<file path="config.mk">
export PLATFORM = sky130hd
export DESIGN_NAME = audio_mclk_divider
export DESIGN_NICKNAME = d
export VERILOG_FILES = /design/src/rtl/audio_mclk_divider.sv
export SDC_FILE = /design/constraint.sdc
export NUM_CORES = 1
export LEC_CHECK = 0
export BUFFER_PORTS_ARGS = -buffer_cell sky130_fd_sc_hd__buf_2
export CAP_MARGIN = 20
export CORE_UTILIZATION = 40
export CTS_BUF_LIST = sky130_fd_sc_hd__clkbuf_8 sky130_fd_sc_hd__clkbuf_16
export DETAILED_ROUTE_END_ITERATION = 10
export GPL_TIMING_DRIVEN = 0
export SYNTH_ARGS = -nofsm -noshare
export SYNTH_HDL_FRONTEND = slang
export SYNTH_SLANG_ARGS = --single-unit
</file>
<file path="constraint.sdc">
create_clock -name mclk -period 7.7 [get_ports mclk]
set_input_delay 0.77 -clock mclk [delete_from_list [all_inputs] [get_ports mclk]]
set_output_delay 0.77 -clock mclk [all_outputs]
set_load 0.005 [all_outputs]
</file>
<file path="src/rtl/audio_mclk_divider.sv">
module audio_mclk_divider (
  input  logic       mclk,
  input  logic       rst_n,
  input  logic       master,
  input  logic [2:0] rate,
  input  logic [1:0] bsel,
  output logic       lrclk,
  output logic       bclk
);

  logic [2:0]  cur_rate;
  logic [1:0]  cur_bsel;
  logic [10:0] fcnt;
  logic [4:0]  cnt;
  logic        par;

  logic [10:0] ratio;
  logic [3:0]  lg_bits;
  logic [11:0] pair_w;
  logic [5:0]  len, hi;
  logic        third, last_bit, last_frame;

  always_comb begin
    case (cur_rate)
      3'd0:    ratio = 11'd128;
      3'd1:    ratio = 11'd192;
      3'd3:    ratio = 11'd384;
      3'd4:    ratio = 11'd512;
      3'd5:    ratio = 11'd768;
      3'd6:    ratio = 11'd1152;
      default: ratio = 11'd256;
    endcase
    case (cur_bsel)
      2'd1:    lg_bits = 4'd7;
      2'd2:    lg_bits = (ratio <= 11'd192) ? 4'd7 : 4'd8;
      default: lg_bits = 4'd6;
    endcase
  end

  assign pair_w = {ratio, 1'b0} >> lg_bits;
  assign len    = par ? 6'(pair_w >> 1) : 6'((pair_w + 12'd1) >> 1);
  assign third  = (cur_bsel == 2'd0) && (cur_rate == 3'd1 || cur_rate == 3'd6);
  assign hi     = third ? len / 6'd3 : len >> 1;

  assign last_bit   = ({1'b0, cnt} == len - 6'd1);
  assign last_frame = (fcnt == ratio - 11'd1);

  always_ff @(posedge mclk or negedge rst_n) begin
    if (!rst_n) begin
      cur_rate <= 3'b010;
      cur_bsel <= 2'b00;
      fcnt     <= '0;
      cnt      <= '0;
      par      <= 1'b0;
    end else if (!master || last_frame) begin
      cur_rate <= rate;
      cur_bsel <= bsel;
      fcnt     <= '0;
      cnt      <= '0;
      par      <= 1'b0;
    end else begin
      fcnt <= fcnt + 11'd1;
      if (last_bit) begin
        cnt <= '0;
        par <= ~par;
      end else begin
        cnt <= cnt + 5'd1;
      end
    end
  end

  assign lrclk = master & (fcnt < (ratio >> 1));
  assign bclk  = master & ((len == 6'd1) ? ~mclk : ({1'b0, cnt} >= len - hi));

endmodule


</file>
==> run metrics <==
Max VDD drop=163 µV; number of placement rows=25; synthesis-to-finish area growth=10.8%; via total after detailed routing=1696; static leakage power=approximately 0.0011 µW; required time of the critical path=6930 ps; Initial DRC Count=120; transition at the pin with the smallest max-transition slack=642 ps; chip width=about 74 µm; final weighted congestion of routability-driven global placement=0.757; R2R Path Start=cur_bsel[1]; antenna violation net count after detailed routing=0; critical path endpoint category=output port; critical register-to-register path endpoint=par; clock insertion delay at the later pin of the skew report=roughly 360 ps; drt wl/cell=12.7 µm; Post-Place Setup Slack=1440 ps; startpoint types=flop; aggregate negative setup slack=0 ps; number of optimization iterations in the first detailed-route pass=4; run status=finished, final reports clean; most frequent cell on the critical path=sky130_fd_sc_hd__ha_1; CP max FO=9; final core area utilization=0.474; final number of hold-violating endpoints=0; class of the most critical hold timing path=input port to asynchronous set/reset pin; post-cts resize count=0; number of endpoints failing setup at the final stage=0; # Max-Cap Violations=0; CP Capture Point=bclk; worst slew margin relative to its limit=0.571; chip height=around 74 µm; Total Wirelength=roughly 4300 µm; area used by sequential logic in the layout=552 µm²; area occupied by multi-input gates=~0.0014 mm²; final critical delay including setup and external delays=around 6800 ps; synthesized netlist cell count=251; synthesized netlist net count=285; stage delay of the slowest cell on the critical path=around 550 ps; Critical Path AT=6080 ps; number of hold buffers added after cts=0; die area=roughly 0.0055 mm²; achievable clock frequency=0.146 GHz; total power density per cell area=229 mW/mm²; count of filler cells inserted in the layout=504; initial core utilization=0.428; CP top delay family=compound AO/OA/AOI/OAI gates; global-route wire length before repair=between 7000 and 8000 µm; number of slew-limit violations in the final report=0; post-CTS setup repair buffer count=0; worst path bufs/invs=6; Setup Skew=1.75 ps; GR Util All Layers=0.173; final worst setup slack=855 ps; Remaining DRCs=0; netlist area before placement=0.00209 mm²; Worst R2R Setup Slack=3470 ps; port bufs=9; Crit Path Category=flop to output port; share of flip-flops with an asynchronous set or reset after synthesis=1.00; via-per-instance ratio=5.08; antenna cells=0; part of the Yosys area used for sequential elements=0.264; Net count, final=302; remaining global-route overflow=0; RSZ-0062 raised after global routing=false; via count of the first global-routing pass=1635; Yosys warning count=0; share of post-route cells with drive strength above 1=0.105; Detailed Place HPWL=3350 µm; area of the core region=a little under 0.005 mm²; prevailing post-synth register cell=sky130_fd_sc_hd__dfrtp_1; pin count of the biggest net entering global routing=23; clock transition time at the flip-flop clock pins of the worst setup and hold paths=70 ps; unique cell type count in the Yosys netlist=50; average instance area after synthesis=about 8.3 µm²; number of flops mapped to enable cells by yosys=0; number of register bits inferred by synthesis=22; Critical path origin=cur_bsel[1]; initial antenna violation count=0; depth of the worst register-to-register path=20; cell with the biggest individual delay on the critical path=sky130_fd_sc_hd__xor2_1; clock tree from TritonCTS=yes; I/O pin total=10; depth of the critical timing path with buffers and inverters included=29; share of the clock period used by the worst path after layout=0.889
[area by class of cell]
type,instances,share of cell area
buffer,7,0.0135
clock buffer,8,0.0438
inverter,22,0.0357
multi-input combinational,200,0.615
sequential,22,0.239
tap,67,0.0362
timing repair buffer,8,0.0173
[per-layer routing]
metal  up-vias  share of wire  global-route usage
met5         -              0                   0
met4         0          0.022              0.0608
met3         8          0.014              0.0217
met2        19           0.40               0.248
met1       762           0.56               0.266
li1        907              -                   -
[logic make-up (layout without fill, tap and decap cells)]
kind of cell,count (synthesis),count (layout),synth area share
other,1,1,0.00180
adders and majority gates,26,26,0.159
muxes,4,4,0.0204
buffers and inverters,29,45,0.0545
and+or+nand+nor,87,87,0.212
DFF,22,22,0.264
AOI/OAI and AO/OA,57,57,0.183
xor gates and xnor gates,25,25,0.105
[power by group]
| group | total, µW | switching, µW | leakage (µW) | internal [µW] |
|---|---|---|---|---|
| registers | 144 | 16.8 | 0.000292 | 127 |
| clock network | 123 | 43.3 | 0.0000607 | 80.0 |
| logic | 263 | 141 | 0.000777 | 122 |
| total | 530 | 201 | 0.00113 | 329 |
[stage by stage]
| stage | instances | power (µW) | hold slack (ps) | area (µm²) |
|---|---|---|---|---|
| floorplan | 251 | 357 | 447 | 2090 |
| global placement | 327 | 408 | 490 | 2220 |
| detailed placement | 327 | 410 | 496 | 2220 |
| CTS | 334 | 535 | 363 | 2310 |
| global route | 334 | 583 | 408 | 2310 |
| finish | 334 | 530 | 352 | 2310 |
[worst reg2reg max path, cell delays in order (launching register included)]
cell and delay (ps):
sky130_fd_sc_hd__dfrtp_1 390, sky130_fd_sc_hd__inv_1 110, sky130_fd_sc_hd__ha_1 330, sky130_fd_sc_hd__and3b_1 200, sky130_fd_sc_hd__clkbuf_1 150, sky130_fd_sc_hd__o21ai_0 170
sky130_fd_sc_hd__a21oi_1 80, sky130_fd_sc_hd__nor2_1 190, sky130_fd_sc_hd__inv_1 70, sky130_fd_sc_hd__ha_1 210, sky130_fd_sc_hd__nand2_1 150, sky130_fd_sc_hd__xor2_1 550
sky130_fd_sc_hd__inv_1 210, sky130_fd_sc_hd__ha_1 250, sky130_fd_sc_hd__inv_1 100, sky130_fd_sc_hd__nor3_1 60, sky130_fd_sc_hd__o21ai_0 150, sky130_fd_sc_hd__o311a_1 180
sky130_fd_sc_hd__o211ai_1 120, sky130_fd_sc_hd__or3_1 370, sky130_fd_sc_hd__a21oi_1 140
[cells in the mapped netlist (2+ instances only)]
cell                       number  area (µm²)
sky130_fd_sc_hd__ha_1          25         313
sky130_fd_sc_hd__nor2_1        22        82.6
sky130_fd_sc_hd__dfrtp_1       21         526
sky130_fd_sc_hd__inv_1         21        78.8
sky130_fd_sc_hd__nand2_1       19        71.3
sky130_fd_sc_hd__o21ai_0       17        85.1
sky130_fd_sc_hd__xnor2_1       16         140
sky130_fd_sc_hd__a21oi_1       11        55.1
sky130_fd_sc_hd__xor2_1         9        78.8
sky130_fd_sc_hd__nand3_1        8        40.0
sky130_fd_sc_hd__nor2b_1        8        50.1
sky130_fd_sc_hd__a21o_1         7        52.6
sky130_fd_sc_hd__and3_1         7        43.8
sky130_fd_sc_hd__buf_2          4        20.0
sky130_fd_sc_hd__nor3_1         4        20.0
sky130_fd_sc_hd__and2_1         3        18.8
sky130_fd_sc_hd__and3b_1        3        26.3
sky130_fd_sc_hd__clkbuf_1       3        11.3
sky130_fd_sc_hd__nand2b_1       3        18.8
sky130_fd_sc_hd__o211ai_1       3        22.5
sky130_fd_sc_hd__o221ai_1       3        26.3
sky130_fd_sc_hd__a221o_1        2        20.0
sky130_fd_sc_hd__a221oi_1       2        17.5
sky130_fd_sc_hd__mux2i_1        2        20.0
sky130_fd_sc_hd__nand4_1        2        12.5
sky130_fd_sc_hd__o21ai_1        2        10.0
[cells in the final DEF (no fill, tap or decap), types with 3 or more instances in the layout]
cell type / instances
sky130_fd_sc_hd__and3_1: 7
sky130_fd_sc_hd__clkbuf_1: 3
sky130_fd_sc_hd__xnor2_1: 16
sky130_fd_sc_hd__a21o_1: 7
sky130_fd_sc_hd__ha_1: 25
sky130_fd_sc_hd__nor2_1: 22
sky130_fd_sc_hd__and3b_1: 3
sky130_fd_sc_hd__nand3_1: 8
sky130_fd_sc_hd__dfrtp_1: 21
sky130_fd_sc_hd__inv_1: 21
sky130_fd_sc_hd__nand2_1: 19
sky130_fd_sc_hd__o211ai_1: 3
sky130_fd_sc_hd__nand2b_1: 3
sky130_fd_sc_hd__xor2_1: 9
sky130_fd_sc_hd__buf_2: 13
sky130_fd_sc_hd__a21oi_1: 11
sky130_fd_sc_hd__clkbuf_8: 7
sky130_fd_sc_hd__nor3_1: 4
sky130_fd_sc_hd__o221ai_1: 3
sky130_fd_sc_hd__nor2b_1: 8
sky130_fd_sc_hd__o21ai_0: 17
sky130_fd_sc_hd__and2_1: 3
[state kept, by name, indices dropped and copies added (netlist names)]
register and cells:
cnt 5, fcnt 11, cur_rate 3, cur_bsel 2, par 1
[worst min-delay path by stage]
stage               endpoint    start  depth (start not counted)
CTS                  fcnt[2]    rst_n                          1
finish               fcnt[2]    rst_n                          1
global placement     fcnt[0]  fcnt[0]                          1
global route         fcnt[3]    rst_n                          1
floorplan            fcnt[0]  fcnt[0]                          1
detailed placement   fcnt[0]  fcnt[0]                          1
Power figures use the tool's default switching activity.
